### src/rtl/rot_carry_unit.sv
module rot_carry_unit #(
  parameter int W       = 32,
  parameter int AMT_W   = 8,
  parameter bit REG_OUT = 1'b1
) (
  input  logic             clk,
  input  logic             rst_n,
  input  logic [W-1:0]     operand_i,
  input  logic [AMT_W-1:0] amount_i,
  input  logic             op_ext_i,
  input  logic             carry_i,
  input  logic             flag_upd_i,
  output logic [W-1:0]     result_o,
  output logic             carry_o,
  output logic             carry_vld_o
);
  localparam int SH = $clog2(W);

  logic [SH-1:0]  rot_low;
  logic           amt_zero;
  logic [2*W-1:0] dbl;
  logic [W-1:0]   rot_res;
  logic [W-1:0]   ext_res;
  logic [W-1:0]   nxt_res;
  logic           nxt_vld;
  logic           nxt_c;

  // amounts reduce modulo W; a zero remainder of a nonzero amount is a full turn
  assign rot_low  = amount_i[SH-1:0];
  assign amt_zero = (amount_i == '0);
  assign dbl      = {operand_i, operand_i} >> rot_low;
  assign rot_res  = dbl[W-1:0];
  assign ext_res  = {carry_i, operand_i[W-1:1]};

  assign nxt_res = op_ext_i ? ext_res : rot_res;
  assign nxt_vld = flag_upd_i & (op_ext_i | ~amt_zero);
  assign nxt_c   = !nxt_vld ? carry_i
                 : (op_ext_i ? operand_i[0] : rot_res[W-1]);

  generate
    if (REG_OUT) begin : g_reg
      logic armed_q;

      always_ff @(posedge clk or negedge rst_n) begin
        if (!rst_n) begin
          result_o    <= '0;
          carry_o     <= 1'b0;
          carry_vld_o <= 1'b0;
          armed_q     <= 1'b0;
        end else begin
          result_o    <= nxt_res;
          carry_o     <= nxt_c;
          carry_vld_o <= nxt_vld;
          armed_q     <= 1'b1;
        end
      end

      a_r5_zero_amount: assert property (@(posedge clk) disable iff (!rst_n)
        armed_q && $past(!op_ext_i && amount_i == '0)
        |-> result_o == $past(operand_i) && !carry_vld_o);

      a_r8_hold_carry: assert property (@(posedge clk) disable iff (!rst_n)
        armed_q && !$past(flag_upd_i)
        |-> !carry_vld_o && carry_o == $past(carry_i));

      a_r7_ext_carry: assert property (@(posedge clk) disable iff (!rst_n)
        armed_q && $past(op_ext_i && flag_upd_i)
        |-> carry_vld_o && carry_o == $past(operand_i[0]));

      a_r6_ext_result: assert property (@(posedge clk) disable iff (!rst_n)
        armed_q && $past(op_ext_i)
        |-> result_o == {$past(carry_i), $past(operand_i[W-1:1])});

      a_r3_full_turn: assert property (@(posedge clk) disable iff (!rst_n)
        armed_q && $past(!op_ext_i && amount_i != '0 && amount_i[SH-1:0] == '0)
        |-> result_o == $past(operand_i));

      a_r2_carry_msb: assert property (@(posedge clk) disable iff (!rst_n)
        armed_q && carry_vld_o && !$past(op_ext_i)
        |-> carry_o == result_o[W-1]);
    end else begin : g_comb
      assign result_o    = nxt_res;
      assign carry_o     = nxt_c;
      assign carry_vld_o = nxt_vld;

      a_r8_hold_carry: assert property (@(posedge clk) disable iff (!rst_n)
        !flag_upd_i |-> !carry_vld_o && carry_o == carry_i);

      a_r6_ext_result: assert property (@(posedge clk) disable iff (!rst_n)
        op_ext_i |-> result_o == {carry_i, operand_i[W-1:1]});
    end
  endgenerate
endmodule

### config.mk
export PLATFORM = sky130hd
export DESIGN_NAME = rot_carry_unit
export DESIGN_NICKNAME = d
export VERILOG_FILES = /design/src/rtl/rot_carry_unit.sv
export SDC_FILE = /design/constraint.sdc
export NUM_CORES = 1
export LEC_CHECK = 0
export BUFFER_PORTS_ARGS = -buffer_cell sky130_fd_sc_hd__buf_2
export CAP_MARGIN = 20
export CORE_ASPECT_RATIO = 1.75
export CORE_MARGIN = 2
export CORE_UTILIZATION = 45
export DETAILED_ROUTE_END_ITERATION = 10
export PLACE_DENSITY_LB_ADDON = 0.08
export SETUP_SLACK_MARGIN = 0.05
export SLEW_MARGIN = 10
export SYNTH_ARGS = -nofsm -noshare
export SYNTH_HDL_FRONTEND = slang
export SYNTH_SLANG_ARGS = --single-unit
### constraint.sdc
create_clock -name clk -period 0.8 [get_ports clk]
set_input_delay 0.04 -clock clk [delete_from_list [all_inputs] [get_ports clk]]
set_output_delay 0.04 -clock clk [all_outputs]
set_load 0.03 [all_outputs]
==> out/summary.txt, run 1 <==
core area -> 6440 um^2
Max-Cap Viols -> 0
post-route ant nets -> 0
Area Overhead vs Synth -> 76.0%
pwr dens -> 1480 nW/um^2
simple-gate share of the synthesized area -> 11.1%
vias per cell -> 6.27
layout cell share with drive strength beyond 1 -> 71.1%
cells along the critical path -> buf_16, buf_12, clkbuf_16, mux4_2, mux2_4, mux2i_2, o221ai_1
H-tree level count -> 2
Avg WL per Cell -> 22.4 um
hold path start -> flag_upd_i
initial antenna violation count -> 0
clock-pin slew on the worst setup and hold paths -> 0.05 ns
WP data arrival -> 1.63 ns
CP delay by family, top -> multiplexers
CTS root buf -> clkbuf_16
CP max stage cell -> mux4_2
max-slew violations -> 0
filler cell count -> 373
final worst-path cycle share -> 187%
DRC viols -> 0
Post-Synth Adder-Cell Area -> 0%
RSZ-0062 raised after global routing -> yes
mapped cell area -> 2960 um^2
Final min period -> 1.50 ns
die height -> 111 um
drt first pass iters -> 5
TritonCTS buffer count -> 5
CTS tree -> built
worst hold stages -> 2
starting DRC count in detailed routing -> 284
Ys Warns -> 0
diode count -> 0
Crit path required time -> 0.93 ns
worst setup path category -> input port to register
Synth area leader -> dfrtp_1
synthesized instance count -> 277
Via Count -> 3158
syn_nets -> 322
WP buf/inv -> 3
FF+latch count, synth -> 34
GPL Wtd Cong -> 0.926
delay of the slowest critical-path stage -> 0.51 ns
worst min path class -> input port to register
die area -> 7260 um^2
VDD IR-drop max -> 0.000789 V
failing checks -> negative setup slack
Total GRT Usage -> 30.3%
endpoint of the worst hold path -> carry_vld_o
vias in the first global route -> 3095
FMAX -> 667 MHz
register area share after synthesis -> 28.8%
final worst setup slack -> -0.700 ns
post-synth top area share -> 28.8%
Die Wd -> 65.3 um
worst relative slew slack -> 73.2%
CP Capture Type -> register
top post-synthesis cells by area -> dfrtp_1 29%, mux4_2 22%, mux2i_1 10%, nand2_1 9.1%, o221ai_1 7.7%
first-pass GRT wire length -> 16600 um
distinct cell type count after synthesis -> 31
post-layout util -> 80.8%
commonest non-fill, non-tap cell in the layout -> buf_4
XOR/XNOR Fraction of Synth Area -> 0%
DP HPWL -> 7840 um
Final Hold Fails -> 0
Cell Rows -> 39
largest net degree at the start of global routing -> 35
Pleak -> 2.24 nW
commonest cells after routing, fill and taps aside -> 62 x buf_4, 48 x nand2_1, 42 x buf_2, 41 x buf_6, 34 x dfrtp_1
IO buf count -> 78
multi-input combinational cell area -> 2550 um^2
CP Launch Type -> input port
clk sink count -> 34
multiplexer share of the synthesized area -> 42.3%
final net count -> 467
largest family of logic cells by synthesized area -> multiplexers
Worst-Margin Slew -> 0.400 ns
I/O pin count -> 79
Initial Utilization -> 45.9%
Sequential Area -> 851 um^2
Clock Path Buffers -> 2
count of final setup violators -> 68
Post-Route WL -> 11300 um
final hold slack -> 0.0544 ns
grt ovf -> 0
run status -> complete, but fails checks
Mean Syn Cell Area -> 10.7 um^2
critical-path maximum fanout -> 7
Power Total -> 7.70 mW
Synth Area in Compound Gates -> 11.8%
[metal layers]
layer	vias to the layer above	part of all wire [%]	track usage [%]
li1	1369	-	-
met3	34	5.3	3.05
met4	0	4.0	15.6
met5	-	0	0
met1	1575	36	37.0
met2	180	54	51.6
[cells in the mapped netlist, drive strengths merged]
library cell and count:
a21oi 1, mux4 31, a22oi 1, inv 6
clkbuf 13, nand2b 1, o211ai 1, or2 1
a222oi 6, o41a 1, nor2b 1, clkinv 1
dfrtp 34, nand3 2, mux2 21, mux2i 31
o221ai 26, a31oi 2, nand2 72, o21ai 2
nor2 8, buf 14, a221oi 1
[report_power, final]
group,leakage [nW],switching [mW],internal (mW)
Clock,0.0640,0.633,1.13
Sequential,0.406,0.0961,1.93
Combinational,1.77,2.00,1.91
Total,2.24,2.73,4.97
[area by class of cell]
type | instances | share of cell area (%)
clock buffer | 7 | 2.55
inverter | 7 | 0.505
multi-input combinational | 209 | 49.0
sequential | 34 | 16.3
tap | 82 | 1.97
timing repair buffer | 165 | 29.6
[repair_timing]
item,in CTS,in global routing
endpoints found under the setup margin,68,68
setup buffers,6,5
gates cloned,3,1
hold buffers,2,0
hold endpoints to repair,35,0
pin swaps,27,25
gates resized for setup,155,61
[state kept, by name (all words and copies together), names as in the netlist]
| name | flops |
|---|---|
| carry_o | 1 |
| carry_vld_o | 1 |
| result_o | 32 |
[worst max path at each step]
| stage | depth (start not counted) | slack [ns] | endpoint | from |
|---|---|---|---|---|
| 2_1_floorplan | 6 | -0.70 | result_o[24] | amount_i[0] |
| 6_report | 7 | -0.70 | result_o[26] | amount_i[0] |
| 5_1_grt | 7 | -0.75 | result_o[26] | amount_i[0] |
| 4_1_cts | 7 | -0.58 | carry_o | amount_i[0] |
| 3_3_place_gp | 8 | -1.10 | result_o[11] | amount_i[0] |
| 3_5_place_dp | 8 | -1.14 | result_o[11] | amount_i[0] |
[logic make-up after synthesis]
logic type	after synthesis
AND/OR/NAND/NOR	85
multiplexers	83
AO/OA/AOI/OAI	41
flip-flops	34
buffers and inverters	34
[metrics by stage]
step | worst slack, ns | instance area, um^2 | setup TNS [ns] | std cells
global route | -0.752 | 5200 | -21.71 | 504
finish | -0.700 | 5200 | -19.85 | 504
CTS | -0.583 | 4810 | -17.74 | 499
global placement | -1.10 | 3980 | -31.93 | 481
floorplan | -0.700 | 3000 | -21.69 | 277
detailed placement | -1.14 | 3980 | -32.33 | 481
(Power assumes the default switching activity.)
==> run 2, diff against run 1 <==
--- a/config.mk
+++ b/config.mk
@@ -13,7 +13,6 @@
 export DETAILED_ROUTE_END_ITERATION = 10
 export PLACE_DENSITY_LB_ADDON = 0.08
 export SETUP_SLACK_MARGIN = 0.05
-export SLEW_MARGIN = 10
 export SYNTH_ARGS = -nofsm -noshare
 export SYNTH_HDL_FRONTEND = slang
 export SYNTH_SLANG_ARGS = --single-unit
==> constraint.sdc (replaced) <==
create_clock -name clk -period 0.8 [get_ports clk]
set_input_delay 0.08 -clock clk [delete_from_list [all_inputs] [get_ports clk]]
set_output_delay 0.08 -clock clk [all_outputs]
set_load 0.1 [all_outputs]
==> out/summary.txt, run 2 (synthesis results as in run 1) <==
run status -> complete, but fails checks
failing checks -> negative setup slack
CP delay by family, top -> multiplexers
largest net degree at the start of global routing -> 35
layout cell share with drive strength beyond 1 -> 73.3%
Total GRT Usage -> 31.5%
Area Overhead vs Synth -> 77.2%
die height -> 111 um
Worst-Margin Slew -> 0.351 ns
clk sink count -> 34
Initial Utilization -> 45.9%
CP max stage cell -> mux4_2
TritonCTS buffer count -> 5
clock-pin slew on the worst setup and hold paths -> 0.05 ns
Pleak -> 2.20 nW
worst setup path category -> input port to register
IO buf count -> 78
Avg WL per Cell -> 23.2 um
Biggest register -> result_o
placed insts -> 477
commonest non-fill, non-tap cell in the layout -> nand2_1
Crit path required time -> 0.91 ns
grt ovf -> 0
DRC viols -> 0
final net count -> 453
CP Capture Type -> register
I/O pin count -> 79
Die Wd -> 65.3 um
worst relative slew slack -> 76.5%
Finished Layout Cells -> 491
diode count -> 0
Final Hold Fails -> 0
GPL Wtd Cong -> 0.967
pwr dens -> 1760 nW/um^2
starting DRC count in detailed routing -> 198
final worst setup slack -> -0.789 ns
CTS root buf -> clkbuf_16
Via Count -> 3151
DP HPWL -> 7940 um
Power Total -> 9.22 mW
WP buf/inv -> 2
count of final setup violators -> 68
routed length on met2 -> 5840 um
met3 wire len -> 932 um
worst min path class -> input port to register
die area -> 7260 um^2
CTS tree -> built
vias per cell -> 6.42
WP data arrival -> 1.70 ns
dpl cell area -> 4470 um^2
CP Launch Type -> input port
post-route ant nets -> 0
H-tree level count -> 2
delay of the slowest critical-path stage -> 0.54 ns
max-slew violations -> 0
Clock Path Buffers -> 2
RSZ-0062 raised after global routing -> yes
Setup WS pre-CTS -> -1.17 ns
Largest register FFs -> 32
first-pass GRT wire length -> 17100 um
final worst-path cycle share -> 199%
FMAX -> 629 MHz
vias in the first global route -> 3162
Max-Cap Viols -> 0
commonest cells after routing, fill and taps aside -> 60 x nand2_1, 59 x buf_4, 43 x buf_12, 42 x buf_2
cell mode on critical path -> nand2_1
uppermost layer routed -> met4
Post-Route WL -> 11400 um
Final min period -> 1.59 ns
VDD IR-drop max -> 0.000879 V
drt first pass iters -> 5
M1 wire length -> 3730 um
critical-path maximum fanout -> 5
cells along the critical path -> buf_12, buf_8, mux4_2, nand2_1, nand2_1, mux2i_2, o221ai_1
Finished Cell Area -> 5240 um^2
initial antenna violation count -> 0
largest registers -> result_o: 32 flops, carry_o: 1 flops, carry_vld_o: 1 flops
core area -> 6440 um^2
Cell Rows -> 39
[run 2: repair_timing]
item,4_1_cts,5_1_grt
hold buffers,1,0
endpoints found under the setup margin,68,68
hold endpoints to repair,34,0
buffers inserted,3,0
pin swaps,7,7
gates resized for setup,71,43
cloned,2,0
[run 2: metal layers]
layer  vias up  GRT usage, %
met5         -             0
li1       1339             -
met1      1503          38.2
met2       245          51.9
met4         0          20.7
met3        64          3.35
[run 2: final timing paths]
path	start	to	slack, ns	cells after the start
max	amount_i[0]	result_o[30]	-0.79	7
min	carry_i	result_o[31]	0.03	3
max in group asynchronous	rst_n	result_o[18]	0.32	3
min in group asynchronous	rst_n	result_o[31]	0.29	3
[run 2: stage by stage]
stage	TNS, ns	hold slack [ns]	util (%)
6_report	-24.35	0.0280	81.4
5_1_grt	-26.09	0.0418	81.4
3_5_place_dp	-34.14	0.0471	69.4
4_1_cts	-23.64	0.0161	77.6
2_1_floorplan	-23.74	-0.216	-
3_3_place_gp	-33.17	0.0442	69.4
[run 2: layout make-up]
class / count / area (um^2)
Clock inverter: 1 / 5.00
Tap cell: 82 / 103
Clock buffer: 7 / 143
Fill cell: 371 / 1200
Sequential cell: 34 / 888
Multi-Input combinational cell: 209 / 2450
Inverter: 7 / 26.3
Timing Repair Buffer: 151 / 1630
[run 2: power breakdown]
part | switching (mW) | internal (mW)
clock network | 0.645 | 1.23
registers | 0.172 | 1.96
logic | 3.05 | 2.17
total | 3.86 | 5.36
==> run 3, diff against run 2 <==
--- a/config.mk
+++ b/config.mk
@@ -5,7 +5,7 @@
 export SDC_FILE = /design/constraint.sdc
 export NUM_CORES = 1
 export LEC_CHECK = 0
-export BUFFER_PORTS_ARGS = -buffer_cell sky130_fd_sc_hd__buf_2
+export BUFFER_PORTS_ARGS = -buffer_cell sky130_fd_sc_hd__clkbuf_2
 export CAP_MARGIN = 20
 export CORE_ASPECT_RATIO = 1.75
 export CORE_MARGIN = 2
==> out/summary.txt, run 3 (synthesis results as in run 1) <==
run status -> complete, but fails checks
failing checks -> negative setup slack
TritonCTS buffer count -> 5
final net count -> 452
Avg WL per Cell -> 23.7 um
max-slew violations -> 0
cells along the critical path -> clkbuf_16, mux4_2, a222oi_1, mux2_4, a222oi_1
clock-pin slew on the worst setup and hold paths -> 0.05 ns
layout cell share with drive strength beyond 1 -> 75.4%
filler cell count -> 356
CP Launch Type -> input port
first-pass GRT wire length -> 16100 um
Total GRT Usage -> 29.7%
starting DRC count in detailed routing -> 245
final worst setup slack -> -0.661 ns
critical-path maximum fanout -> 6
vias per cell -> 6.50
Largest register FFs -> 32
I/O pin count -> 79
Power Total -> 9.18 mW
largest registers -> result_o: 32 flops, carry_o: 1 flops, carry_vld_o: 1 flops
DP HPWL -> 7970 um
worst min path class -> input port to register
VDD IR-drop max -> 0.000962 V
worst setup path category -> input port to register
clk sink count -> 34
post-route ant nets -> 0
Via Count -> 3179
vias in the first global route -> 2960
commonest cells after routing, fill and taps aside -> 54 x buf_4, 53 x nand2_1, 43 x buf_12, 41 x clkbuf_2
Max-Cap Viols -> 0
initial antenna violation count -> 0
WP data arrival -> 1.58 ns
RSZ-0062 raised after global routing -> yes
commonest non-fill, non-tap cell in the layout -> buf_4
grt ovf -> 0
FMAX -> 684 MHz
GPL Wtd Cong -> 0.979
Setup WS pre-CTS -> -1.13 ns
worst relative slew slack -> 69.6%
Clock Path Buffers -> 2
Die Wd -> 65.3 um
core area -> 6440 um^2
CP max stage cell -> mux4_2
Biggest register -> result_o
Final Hold Fails -> 0
count of final setup violators -> 68
Initial Utilization -> 45.9%
diode count -> 0
die area -> 7260 um^2
die height -> 111 um
Crit path required time -> 0.92 ns
pwr dens -> 1740 nW/um^2
H-tree level count -> 2
Post-Route WL -> 11600 um
CTS tree -> built
Final min period -> 1.46 ns
cell mode on critical path -> a222oi_1
Pleak -> 2.21 nW
delay of the slowest critical-path stage -> 0.53 ns
CTS root buf -> clkbuf_16
IO buf count -> 78
final worst-path cycle share -> 183%
Cell Rows -> 39
largest net degree at the start of global routing -> 35
drt first pass iters -> 6
CP Capture Type -> register
Area Overhead vs Synth -> 78.3%
DRC viols -> 0
Worst-Margin Slew -> 0.455 ns
-- run 3: final cells by class --
class	instances	area [um^2]	share of cell area, %
multi-input combinational	209	2490	47.3
timing repair buffer	150	1630	30.9
sequential	34	888	16.8
clock buffer	7	133	2.51
tap	82	103	1.94
inverter	7	26.3	0.498
-- run 3: report_power, final --
group / switching, mW / internal [mW]
Combinational: 3.09 / 2.17
Clock: 0.646 / 1.14
Sequential: 0.179 / 1.96
Total: 3.92 / 5.27
-- run 3: metrics by stage --
stage / std cells / utilization, % / TNS, ns / hold WS [ns] / instance area, um^2
after floorplan: 277 / - / -23.74 / -0.216 / 3040
after detailed placement: 476 / 69.5 / -35.55 / 0.0512 / 4480
final: 489 / 81.9 / -24.16 / 0.0631 / 5280
after global placement: 476 / 69.5 / -34.90 / 0.0499 / 4480
after global routing: 489 / 81.9 / -25.94 / 0.0714 / 5280
after CTS: 489 / 76.3 / -22.48 / 0.0461 / 4910
-- run 3: path summary, 6_finish.rpt --
check,start,endpoint,slack [ns],depth (start not counted)
max in group asynchronous,rst_n,result_o[26],0.31,3
max,amount_i[0],result_o[1],-0.66,5
min,carry_i,result_o[31],0.06,3
min in group asynchronous,rst_n,result_o[31],0.30,3
-- run 3: worst max-delay path: cells and delay by family --
family	cells	cell delay, ns
multiplexers	2	0.80
buffers and inverters	1	0.14
AO/OA/AOI/OAI	2	0.57
-- run 3: per-layer routing --
metal  vias to the layer above  wire (um)  track usage (%)
met5                         -          0                0
met4                         0        853             17.2
met3                        63        706             2.23
met2                       216       6200             50.2
met1                      1558       3820             36.3
li1                       1342          -                -
-- run 3: what timing repair did --
item | CTS | global route
pin swaps | 16 | 30
gates resized for setup | 57 | 70
cloned | 2 | 0
buffers inserted | 3 | 0
endpoints found under the hold margin | 34 | 0
setup endpoints to repair | 68 | 68
hold buffers | 1 | 0
